## config.mk

```make
export PLATFORM = sky130hd
export DESIGN_NAME = cdt_top
export DESIGN_NICKNAME = d
export VERILOG_FILES = /design/src/rtl/cdt_pkg.sv /design/src/rtl/cdt_prescaler.sv /design/src/rtl/cdt_rate_mux.sv /design/src/rtl/cdt_counter.sv /design/src/rtl/cdt_top.sv
export SDC_FILE = /design/constraint.sdc
export NUM_CORES = 1
export LEC_CHECK = 0
export CORE_ASPECT_RATIO = 1.4
export CORE_UTILIZATION = 39
export DETAILED_ROUTE_END_ITERATION = 7
export PLACE_DENSITY = 0.6
export SLEW_MARGIN = 30
export SYNTH_ARGS = -nofsm -noshare
export SYNTH_HDL_FRONTEND = slang
export SYNTH_HIERARCHICAL = 1
export SYNTH_SLANG_ARGS = --single-unit
```

## constraint.sdc

```tcl
create_clock -name clk_i -period 5.4 [get_ports clk_i]
set_clock_uncertainty 0.2 [all_clocks]
set_input_delay 0.81 -clock clk_i [delete_from_list [all_inputs] [get_ports clk_i]]
set_output_delay 0.81 -clock clk_i [all_outputs]
set_load 0.01 [all_outputs]
```

## src/rtl/cdt_pkg.sv

```systemverilog
package cdt_pkg;
  typedef enum logic [1:0] {
    SEL_64HZ = 2'b00,
    SEL_1HZ  = 2'b01,
    SEL_MIN  = 2'b10,
    SEL_4KHZ = 2'b11
  } rate_sel_e;

  // index of each rate in the prescaler tick vector
  localparam int unsigned TK_4K  = 0;
  localparam int unsigned TK_64  = 1;
  localparam int unsigned TK_1HZ = 2;
  localparam int unsigned TK_MIN = 3;
  localparam int unsigned N_TICKS = 4;
endpackage

```

## src/rtl/cdt_prescaler.sv

```systemverilog
module cdt_prescaler #(
  parameter int unsigned DIV_4K  = 8,
  parameter int unsigned DIV_64  = 64,
  parameter int unsigned DIV_1HZ = 64,
  parameter int unsigned DIV_MIN = 60
) (
  input  logic       clk_i,
  input  logic       rst_ni,
  input  logic       base_tick_i,
  input  logic       restart_i,
  output logic [3:0] tick_o
);
  localparam int unsigned NSTG = cdt_pkg::N_TICKS;
  localparam int unsigned RATIO [NSTG] = '{DIV_4K, DIV_64, DIV_1HZ, DIV_MIN};

  logic [NSTG:0] chain;
  assign chain[0] = base_tick_i & ~restart_i;

  for (genvar gi = 0; gi < NSTG; gi++) begin : g_stage
    localparam int unsigned R = RATIO[gi];
    if (R <= 1) begin : g_pass
      assign chain[gi+1] = chain[gi];
    end else begin : g_div
      localparam int unsigned W = $clog2(R);
      logic [W-1:0] cnt_q;
      logic         wrap;
      assign wrap = (cnt_q == W'(R - 1));
      always_ff @(posedge clk_i or negedge rst_ni) begin
        if (!rst_ni) begin
          cnt_q <= '0;
        end else if (restart_i) begin
          cnt_q <= '0;
        end else if (chain[gi]) begin
          cnt_q <= wrap ? '0 : cnt_q + 1'b1;
        end
      end
      assign chain[gi+1] = chain[gi] & wrap;
    end
  end

  assign tick_o = chain[NSTG:1];
endmodule

```

## src/rtl/cdt_rate_mux.sv

```systemverilog
module cdt_rate_mux
  import cdt_pkg::*;
(
  input  logic [3:0] tick_i,
  input  rate_sel_e  sel_i,
  output logic       tick_o
);
  always_comb begin
    unique case (sel_i)
      SEL_64HZ: tick_o = tick_i[TK_64];
      SEL_1HZ:  tick_o = tick_i[TK_1HZ];
      SEL_MIN:  tick_o = tick_i[TK_MIN];
      SEL_4KHZ: tick_o = tick_i[TK_4K];
      default:  tick_o = 1'b0;
    endcase
  end
endmodule

```

## src/rtl/cdt_counter.sv

```systemverilog
module cdt_counter #(
  parameter int unsigned CNT_W = 12
) (
  input  logic             clk_i,
  input  logic             rst_ni,
  input  logic             ten_i,
  input  logic             start_i,
  input  logic             tick_i,
  input  logic [CNT_W-1:0] preset_i,
  input  logic             flag_clr_i,
  output logic             flag_o
);
  logic [CNT_W-1:0] cnt_q;
  logic             flag_q;
  logic             step;
  logic             expire;

  assign step   = ten_i & ~start_i & tick_i;
  assign expire = step & (cnt_q == '0);

  always_ff @(posedge clk_i or negedge rst_ni) begin
    if (!rst_ni) begin
      cnt_q <= '0;
    end else if (start_i) begin
      cnt_q <= preset_i;
    end else if (step) begin
      cnt_q <= expire ? preset_i : cnt_q - 1'b1;
    end
  end

  always_ff @(posedge clk_i or negedge rst_ni) begin
    if (!rst_ni) begin
      flag_q <= 1'b0;
    end else if (expire) begin
      flag_q <= 1'b1;
    end else if (flag_clr_i) begin
      flag_q <= 1'b0;
    end
  end

  assign flag_o = flag_q;
endmodule

```

## src/rtl/cdt_top.sv

```systemverilog
module cdt_top #(
  parameter int unsigned LO_W    = 8,
  parameter int unsigned HI_W    = 4,
  parameter int unsigned DIV_4K  = 8,
  parameter int unsigned DIV_64  = 64,
  parameter int unsigned DIV_1HZ = 64,
  parameter int unsigned DIV_MIN = 60
) (
  input  logic            clk_i,
  input  logic            rst_ni,
  input  logic            base_tick_i,
  input  logic            ten_i,
  input  logic            tie_i,
  input  logic [1:0]      sel_i,
  input  logic [LO_W-1:0] preset_lo_i,
  input  logic [HI_W-1:0] preset_hi_i,
  input  logic            flag_clr_i,
  output logic            flag_o,
  output logic            irq_o
);
  localparam int unsigned CNT_W = LO_W + HI_W;

  logic             ten_q;
  logic             start;
  logic [3:0]       ticks;
  logic             sel_tick;
  logic [CNT_W-1:0] preset;

  always_ff @(posedge clk_i or negedge rst_ni) begin
    if (!rst_ni) ten_q <= 1'b0;
    else         ten_q <= ten_i;
  end

  assign start  = ten_i & ~ten_q;
  assign preset = {preset_hi_i, preset_lo_i};

  cdt_prescaler #(
    .DIV_4K (DIV_4K),
    .DIV_64 (DIV_64),
    .DIV_1HZ(DIV_1HZ),
    .DIV_MIN(DIV_MIN)
  ) u_presc (
    .clk_i      (clk_i),
    .rst_ni     (rst_ni),
    .base_tick_i(base_tick_i & ten_i),
    .restart_i  (start),
    .tick_o     (ticks)
  );

  cdt_rate_mux u_mux (
    .tick_i(ticks),
    .sel_i (cdt_pkg::rate_sel_e'(sel_i)),
    .tick_o(sel_tick)
  );

  cdt_counter #(.CNT_W(CNT_W)) u_cnt (
    .clk_i     (clk_i),
    .rst_ni    (rst_ni),
    .ten_i     (ten_i),
    .start_i   (start),
    .tick_i    (sel_tick),
    .preset_i  (preset),
    .flag_clr_i(flag_clr_i),
    .flag_o    (flag_o)
  );

  assign irq_o = flag_o & tie_i;
endmodule

```

# ---- After elaboration in Yosys (flattened, before gate mapping)
# Index checks and enable logic that the tools add are counted.
# W data, S select, Z words.
dict set report totals {
  regBits 35
  latch_bits 0
  ram_bits 0
  rom_bits 0
  output_inout_bits 2
  memories 0
}
dict set report classes {
  n_addsub 5
  multipliers 0
  div_mod_pow 0
  order_cmp 0
  eq_ne 7
  shift 0
  n_mux 18
  n_bitwise 13
  reduce_logical 8
}
# operator count
set ops {}
lappend ops {{$mux W6} 9}
lappend ops {{$mux W12} 3}
lappend ops {{$add A6 B1 Y6 const B} 3}
lappend ops {{$eq A6 B6 Y1 const B} 3}
lappend ops {{$logic_not A12 Y1} 1}
lappend ops {{$reduce_bool A2 Y1} 6}
lappend ops {{$sub A12 B1 Y12 const B} 1}
lappend ops {{$and A1 B1 Y1} 11}
lappend ops {{$mux W3} 3}
lappend ops {{$eq A2 B2 Y1 const B} 2}
lappend ops {{$pmux W1 S4} 1}
lappend ops {{$add A3 B1 Y3 const B} 1}
lappend ops {{$eq A3 B3 Y1 const B} 1}
lappend ops {{$eq A2 B1 Y1 const B} 1}
lappend ops {{$logic_not A2 Y1} 1}
lappend ops {{$mux W1} 2}
lappend ops {{$not A1 Y1} 2}

# ---- Depth between registers and ports, before layout
# Gate-level depths: netlist (run 1).
dict set report depth {
  ltp_word 14
  mapped_depth 11
  mapped_depth_nobuf 10
}

# ---- Cells and area by module
# The synthesis (run 1) kept the hierarchy.
# mod n_inst cells_each area_per_inst_um2 seq_area_each_um2
set by_module_without_submodules {}
lappend by_module_without_submodules {cdt_prescaler 1 120 1147.4 525.5}
lappend by_module_without_submodules {cdt_counter 1 101 894.6 325.3}
lappend by_module_without_submodules {cdt_top 1 4 51.3 25.0}
lappend by_module_without_submodules {cdt_rate_mux 1 1 22.5 0.0}

# ---- Least setup slack after synthesis (run 1)
# OpenSTA, ideal clock, no wires.
dict set report synth_timing {
  path_type {input-to-reg}
  startpoint {input port base_tick_i}
  endpoint {register u_cnt.cnt_q[5]}
  setup_ns 0.145
  arrival_time_ns 3.012
  slack_ns 2.043
  stages 11
  cell_sequence {and2_1 -> buf_4 -> and4_4 -> nand4_4 -> inv_2 -> mux4_2 -> nand4b_1 -> o41a_1 -> buf_6 -> a32oi_1 -> o211ai_1}
}
dict set report synth_via {
  elab_chain_len 12
  elab_cells_between_ends 13
}
# item line_no
set synth_lines {}
lappend synth_lines {{start, declared} cdt_top.sv:11} ;# input logic base_tick_i,
lappend synth_lines {{$and A1 B1 Y1 *} cdt_top.sv:45} ;# .base_tick_i(base_tick_i & ten_i),
lappend synth_lines {{$and A1 B1 Y1 *} cdt_prescaler.sv:17} ;# assign chain[0] = base_tick_i & ~restart_i;
lappend synth_lines {{$and A1 B1 Y1 * (3 in series)} cdt_prescaler.sv:37} ;# assign chain[gi+1] = chain[gi] & wrap;
lappend synth_lines {{net ticks[2]} cdt_top.sv:25} ;# logic [3:0] ticks;
lappend synth_lines {{$and A1 B1 Y1} cdt_prescaler.sv:37}
lappend synth_lines {{$pmux W1 S4 *} cdt_rate_mux.sv:9} ;# unique case (sel_i)
lappend synth_lines {{net sel_tick} cdt_top.sv:26} ;# logic sel_tick;
lappend synth_lines {{$and A1 B1 Y1 *} cdt_counter.sv:18} ;# assign step = ten_i & ~start_i & tick_i;
lappend synth_lines {{$and A1 B1 Y1} cdt_counter.sv:19} ;# assign expire = step & (cnt_q == '0);
lappend synth_lines {{$mux W12} cdt_counter.sv:27} ;# cnt_q <= expire ? preset_i : cnt_q - 1'b1;
lappend synth_lines {{$mux W12} cdt_counter.sv:26} ;# end else if (step) begin
lappend synth_lines {{$mux W12} cdt_counter.sv:24} ;# end else if (start_i) begin
lappend synth_lines {{end signal, assigned} cdt_counter.sv:25} ;# cnt_q <= preset_i;
lappend synth_lines {{end signal, assigned} cdt_counter.sv:27}
lappend synth_lines {{end, declared} cdt_counter.sv:13} ;# logic [CNT_W-1:0] cnt_q;
# Mark *: on every way through the listed nets, which the timed path passes. The rest lies on a longest branch. The select of a mux whose other input is x is not followed.
# A chain may end at the register's enable or synchronous reset.

# ---- Worst setup path in the final report (run 1)
dict set report layout_timing {
  startpoint {input port ten_i}
  endpoint {register u_cnt.cnt_q[5]}
}
dict set report layout_via {
  elab_chain_len 13
  elab_cells_between_ends 16
}
# item line_no
set layout_lines {}
lappend layout_lines {{start, declared} cdt_top.sv:12} ;# input logic ten_i,
lappend layout_lines {{$and A1 B1 Y1} cdt_top.sv:34} ;# assign start = ten_i & ~ten_q;
lappend layout_lines {{$not A1 Y1} cdt_prescaler.sv:17}
lappend layout_lines {{$and A1 B1 Y1 *} cdt_prescaler.sv:17}
lappend layout_lines {{$and A1 B1 Y1 * (2 in series)} cdt_prescaler.sv:37}
lappend layout_lines {{net ticks[1]} cdt_top.sv:25}
lappend layout_lines {{$and A1 B1 Y1 (2 in series)} cdt_prescaler.sv:37}
lappend layout_lines {{$pmux W1 S4 *} cdt_rate_mux.sv:9}
lappend layout_lines {{net sel_tick} cdt_top.sv:26}
lappend layout_lines {{$and A1 B1 Y1 *} cdt_counter.sv:18}
lappend layout_lines {{$and A1 B1 Y1} cdt_counter.sv:19}
lappend layout_lines {{$mux W12} cdt_counter.sv:27}
lappend layout_lines {{$mux W12} cdt_counter.sv:26}
lappend layout_lines {{$mux W12} cdt_counter.sv:24}
# Marked as above.

==> results of run 1 <==
[layout by cell type (no fill, tap or decap), drive strengths merged, types with 5 or more instances in the layout]
| cell | n |
|---|---|
| o21ai | 7 |
| nand2 | 16 |
| nor3 | 10 |
| a211oi | 6 |
| dfrtp | 35 |
| inv | 8 |
| clkdlybuf4s50 | 21 |
| a21oi | 17 |
| nor2 | 22 |
| nand3 | 14 |
| nand4 | 5 |
| ha | 7 |
| clkbuf | 7 |
| or3 | 6 |
[sequential cells by signal, summed over array words and instances (netlist names)]
register                     flops
u_cnt/flag_o                     1
u_presc/g_stage.g_div.cnt_q     21
ten_q                            1
u_cnt/cnt_q                     12
[per-layer routing]
layer  vias up  track usage  part of all wire
met5         -            0                 0
li1        880            -                 -
met2        38       0.3196              0.52
met1       806       0.2048              0.43
met3         8      0.03699             0.034
met4         0      0.07475             0.017
[cell type report]
class / count / area (sq um) / share of cell area
flip-flops and latches: 35 / 875.8 / 0.3550
well taps: 66 / 82.58 / 0.03347
repair buffers: 23 / 225.2 / 0.09128
clock buffers: 7 / 96.34 / 0.03905
multi-input cells: 173 / 1150 / 0.4660
inverters: 8 / 30.03 / 0.01217
clock inverters: 1 / 7.507 / 0.003043
[worst register-to-register path, stage by stage, from the launching register on]
cell and delay [ns]:
dfrtp_1 0.39, ha_1 0.17, ha_1 0.29, nand4_1 0.28, nor2_1 0.31, mux4_2 0.33, nand4b_1 0.27, o41a_1 0.70
a32oi_1 0.27, o211ai_1 0.10
[how the worst max path moves through the flow]
stage,depth (start not counted),slack [ns],start,to
global route,9,1.05,ten_i,u_cnt/cnt_q[5]
detailed placement,9,0.97,ten_i,u_cnt/cnt_q[5]
finish,9,1.27,ten_i,u_cnt/cnt_q[5]
floorplan,11,2.04,base_tick_i,u_cnt/cnt_q[5]
global placement,9,1.09,ten_i,u_cnt/cnt_q[5]
CTS,9,1.30,ten_i,u_cnt/cnt_q[5]
[power by group through the flow]
stage	clock network, W	registers [W]	logic (W)
final	0.000213	0.000299	0.0000829
after global routing	0.000229	0.000301	0.0000939
after CTS	0.000220	0.000298	0.0000844
after detailed placement	0	0.000303	0.0000839
after global placement	0	0.000302	0.0000831
after floorplan	0	0.000298	0.0000546
[cell families (layout without fill, tap and decap cells)]
group	count (synthesis)	after routing	synth area share
buffers and inverters	18	39	0.04258
AOI/OAI and AO/OA	51	51	0.1680
muxes	5	5	0.02957
DFF	35	35	0.4140
and+or+nand+nor	102	102	0.2714
adders and majority gates	7	7	0.04139
xor gates and xnor gates	8	8	0.03311
[through the flow]
stage | cell area, sq um | setup WS (ns) | utilization | hold WS [ns] | total power [W]
floorplan | 2116 | 2.043 | - | 0.2903 | 0.0003525
global placement | 2364 | 1.088 | 0.4547 | 0.3097 | 0.0003856
detailed placement | 2364 | 0.9731 | 0.4547 | 0.3280 | 0.0003866
CTS | 2467 | 1.302 | 0.4747 | 0.3461 | 0.0006025
global route | 2467 | 1.047 | 0.4747 | 0.3759 | 0.0006245
finish | 2467 | 1.271 | 0.4747 | 0.3418 | 0.0005942
==> results.yml, run 1 <==
grt:
  grt_pass1_vias: 1680
  track_usage: 0.1779
  overflow: 0
  antenna_found_initial: 0
  grt_first_pass_wirelength_mm: 7.783
  grt_max_degree: 36
floorplan:
  row_count: 31
  die_x_um: 64.25
  pin_count: 22
  core_area_sq_um: 5197
  die_h_um: 89.15
  die_area_sq_um: 5728
  start_util: 0.4071
timing:
  layout_min_cycle_time_ns: 4.129
  hold_viol: 0
  setup-violations-final: 0
  slew_viol_final: 0
  timing.setup.tns_ns: 0
  worst_pin_slew_ns: 0.6863
  rsz0062_at_grt: "no"
  min_period_over_period: 0.7646
  fmax_mhz: 242.2
  max_slew_margin: 0.5425
synthesis:
  ys_ff_latch: 35
  synth.cell_area_sq_um: 2116
  synth_ff_type: "dfrtp_1"
  synth_cells: 226
  synthDistinctLibCells: 56
  avgSynthCellArea_sq_um: 9.362
  synthArstFlopShare: 1.000
  synth_most_common_cell: "dfrtp_1"
  synth.area.top_cells: "dfrtp_1, ha_1, a21oi_1"
  synth_largest_area_cell: "dfrtp_1"
  synth_edf_count: 0
  yosysWarnings: 6
  synth_seq_area_share: 0.4140
  synth_nets: 253
  synth_top_area_share: 0.4140
  netlist_top_cells_count: "dfrtp_1, nor2_1, a21oi_1, nand2_1, nand3_1"
critical_path:
  crit_chain: "clkdlybuf4s50_1 -> and2_1 -> nand4_1 -> nor2_1 -> mux4_2 -> nand4b_1 -> o41a_1 -> a32oi_1 -> o211ai_1"
  cp-end-kind: "flip-flop"
  slowest_stage: "o41a_1"
  reg2reg_to: "u_cnt/cnt_q[5]"
  regToRegSetupSlack_ns: 1.95
  cp_top_family: "simple AND/OR/NAND/NOR gates"
  critPathMaxFanout: 12
  rr_worst_depth: 9
  path_buf_inv: 1
  worstSetupStartpointType: "primary input"
  cp_data_required_time_ns: 5.35
  arrival_ns: 4.08
  crit_type: "in -> reg"
  critical-path-max-stage-delay_ns: 0.70
  r2r-start: "u_presc/g_stage[0].g_div.cnt_q[0]"
pwr:
  p_sw_frac: 0.2662
  p_per_area_nw_per_um2: 240.8
  p_leak_nw: 1.020
  intPower_w: 0.0004361
  p_seq_frac: 0.503
  comb_power_share: 0.139
  vdd.ir_drop.worst_uv: 143.7
  switching_power_w: 0.0001582
  clockPowerShare: 0.358
run:
  cap_viol_max_count: 0
cts:
  numClockSinks: 35
  cts_tree: "done"
  post-cts-setup-buffer-count: 0
  cts_buffers: 5
  cts.htree.levels: 2
  clk_latency_ns: 0.29
  clk_path_buf_depth: 2
  clk_pin_slew_ns: 0.07
  ctsResizeCount: 0
  ctsHoldBuffers: 0
  root_buffer: "clkbuf_8"
placement:
  gp_congestion: 0.7511
  numPortBuffers: 21
  dp.cells: 305
  dp_hpwl_mm: 3.236
layout:
  antenna_cells: 0
  nFillCells: 528
  nets: 273
  fin_cells: 313
  drive_above_1_share: 0.08502
  area_growth_pct: 16.62
routing:
  postRouteAntennaNets: 0
  drtPass1Iterations: 4
  routedWlPerCell_um: 14.54
  route.detailed.drc: 0
  drt-vias-per-instance: 5.534
  vias: 1732
  drt-total-wl_mm: 4.552
  drt_iter0_drc: 114
run_status:
  status: "complete, no violations"
hold_path:
  min_to: "u_presc/g_stage[0].g_div.cnt_q[2]"
  hp-start: "u_presc/g_stage[0].g_div.cnt_q[2]"
  hold_path.class: "reg -> reg"
  min_path_cells: 2
Power figures use the tool's default switching activity.
==> run 2: changes to the inputs <==
==> constraint.sdc (replaced) <==
create_clock -name clk_i -period 4.14 [get_ports clk_i]
set_clock_uncertainty 0.2 [all_clocks]
set_input_delay 0.621 -clock clk_i [delete_from_list [all_inputs] [get_ports clk_i]]
set_output_delay 0.621 -clock clk_i [all_outputs]
set_load 0.01 [all_outputs]
==> results.yml, run 2 (synthesis results as in run 1) <==
run_status:
  status: "complete, no violations"
layout:
  area_growth_pct: 18.04
  reg.largest.list: "u_presc/g_stage.g_div.cnt_q: 21 flops, u_cnt/cnt_q: 12 flops"
  final_area_sq_um: 2497
  largest_reg_flops: 21
  mostFrequentLayoutCells: "dfrtp_1, nor2_1, clkdlybuf4s50_1"
  final_common_cell: "dfrtp_1"
  regMostFlops: "u_presc/g_stage.g_div.cnt_q"
  nets: 280
  drive_above_1_share: 0.1024
  nFillCells: 538
  antenna_cells: 0
routing:
  drtPass1Iterations: 4
  postRouteAntennaNets: 0
  drt_iter0_drc: 55
  drt-vias-per-instance: 5.638
  routedWlPerCell_um: 14.68
  drt-total-wl_mm: 4.696
  vias: 1804
  route.detailed.drc: 0
run:
  cap_viol_max_count: 0
pwr:
  p_leak_nw: 1.044
  p_per_area_nw_per_um2: 295.9
  vdd.ir_drop.worst_uv: 219.5
floorplan:
  die_x_um: 64.25
  core_area_sq_um: 5197
  row_count: 31
  start_util: 0.4071
  die_area_sq_um: 5728
  die_h_um: 89.15
  pin_count: 22
cts:
  cts_tree: "done"
  clk_pin_slew_ns: 0.07
  cts_buffers: 5
  clk_latency_ns: 0.28
  ctsResizeCount: 0
  clk_path_buf_depth: 2
  cts.htree.levels: 2
  post-cts-setup-buffer-count: 0
  ctsHoldBuffers: 0
  numClockSinks: 35
  root_buffer: "clkbuf_8"
timing:
  finalWorstSetupSlack_ns: 0.5249
  rsz0062_at_grt: "no"
  slew_viol_final: 0
  setup-violations-final: 0
  min_period_over_period: 0.8732
  layout_min_cycle_time_ns: 3.615
  worst_pin_slew_ns: 0.5042
  fmax_mhz: 276.6
  hold_viol: 0
  max_slew_margin: 0.6627
  timing.setup.tns_ns: 0
grt:
  grt_first_pass_wirelength_mm: 8.424
  antenna_found_initial: 0
  overflow: 0
  grt_max_degree: 36
  track_usage: 0.1909
  grt_pass1_vias: 1867
critical_path:
  cp_data_required_time_ns: 4.11
  worstSetupStartpointType: "primary input"
  arrival_ns: 3.58
  slowest_stage: "o41ai_4"
  cp-end-kind: "flip-flop"
  critical-path-max-stage-delay_ns: 0.55
  crit_chain: "clkdlybuf4s50_1 -> nor2b_4 -> and4b_1 -> nand4_4 -> inv_2 -> mux4_2 -> nand4b_1 -> buf_4 -> o41ai_4 -> a21oi_1 -> a221o_1"
  crit_type: "in -> reg"
  critPathMaxFanout: 10
placement:
  place_ws_ns: 0.2459
  placed_area_sq_um: 2416
  numPortBuffers: 21
  gp_congestion: 0.7871
  dp_hpwl_mm: 3.369
hold_path:
  hold_path.class: "reg -> reg"
-- run 2: cell types whose count changed in the layout (fill, tap and decap cells not counted), sizes merged --
cell	before	now
buf	2	9
clkinv	0	1
clkinvlp	1	0
-- run 2: critical path, delay by kind of cell --
family                 cells  cell delay (ns)
buffers and inverters      3             0.87
multiplexers               1             0.30
AO/OA/AOI/OAI              3             0.90
AND/OR/NAND/NOR            4             0.86
-- run 2: layout make-up --
type,count,area [sq um],area share
well taps,66,82.58,0.03307
flip-flops and latches,35,875.8,0.3507
repair buffers,30,277.8,0.1112
clock inverters,1,5.005,0.002004
multi-input cells,173,1150,0.4604
inverters,8,30.03,0.01202
clock buffers,7,76.32,0.03056
-- run 2: path summary, 6_finish.rpt --
kind	from	end	slack (ns)	depth (start not counted)
max	ten_i	u_cnt/cnt_q[8]	0.52	11
min	u_presc/g_stage[0].g_div.cnt_q[2]	u_presc/g_stage[0].g_div.cnt_q[2]	0.35	2
max reg2reg	u_presc/g_stage[0].g_div.cnt_q[0]	u_cnt/cnt_q[8]	0.83	11
min reg2reg	u_presc/g_stage[0].g_div.cnt_q[2]	u_presc/g_stage[0].g_div.cnt_q[2]	0.35	2
max in group asynchronous	rst_ni	u_cnt/cnt_q[5]	2.87	2
min in group asynchronous	rst_ni	u_presc/g_stage[1].g_div.cnt_q[0]	0.55	2
-- run 2: layer usage --
metal,routed length [um],up-vias,part of all wire,GRT usage
li1,-,895,-,-
met1,2070,869,0.44,0.2199
met2,2434,33,0.52,0.3512
met3,111,7,0.024,0.03189
met4,79,0,0.017,0.07475
met5,0,-,0,0
-- run 2: report_power, final --
| group | switching [W] | leakage, nW | internal [W] | total, W |
|---|---|---|---|---|
| clock | 0.000122 | 0.0422 | 0.000118 | 0.000240 |
| sequential | 0.0000248 | 0.447 | 0.000364 | 0.000389 |
| combinational | 0.0000550 | 0.555 | 0.0000551 | 0.000110 |
| total | 0.000201 | 1.04 | 0.000538 | 0.000739 |
-- run 2: stage by stage --
step / power, W / utilization / instances / hold WS [ns]
2_1_floorplan: 0.0004598 / - / 226 / 0.1254
3_3_place_gp: 0.0005047 / 0.4649 / 312 / 0.3118
3_5_place_dp: 0.0005065 / 0.4649 / 312 / 0.3376
4_1_cts: 0.0007494 / 0.4805 / 320 / 0.3526
5_1_grt: 0.0007783 / 0.4805 / 320 / 0.3847
6_report: 0.0007390 / 0.4805 / 320 / 0.3474
==> run 3: changes to the inputs <==
--- a/config.mk
+++ b/config.mk
@@ -9,7 +9,6 @@
 export CORE_UTILIZATION = 39
 export DETAILED_ROUTE_END_ITERATION = 7
 export PLACE_DENSITY = 0.6
-export SLEW_MARGIN = 30
 export SYNTH_ARGS = -nofsm -noshare
 export SYNTH_HDL_FRONTEND = slang
 export SYNTH_HIERARCHICAL = 1
==> results of run 3 <==
Final layout, timing and power as in run 2 (identical DEF).
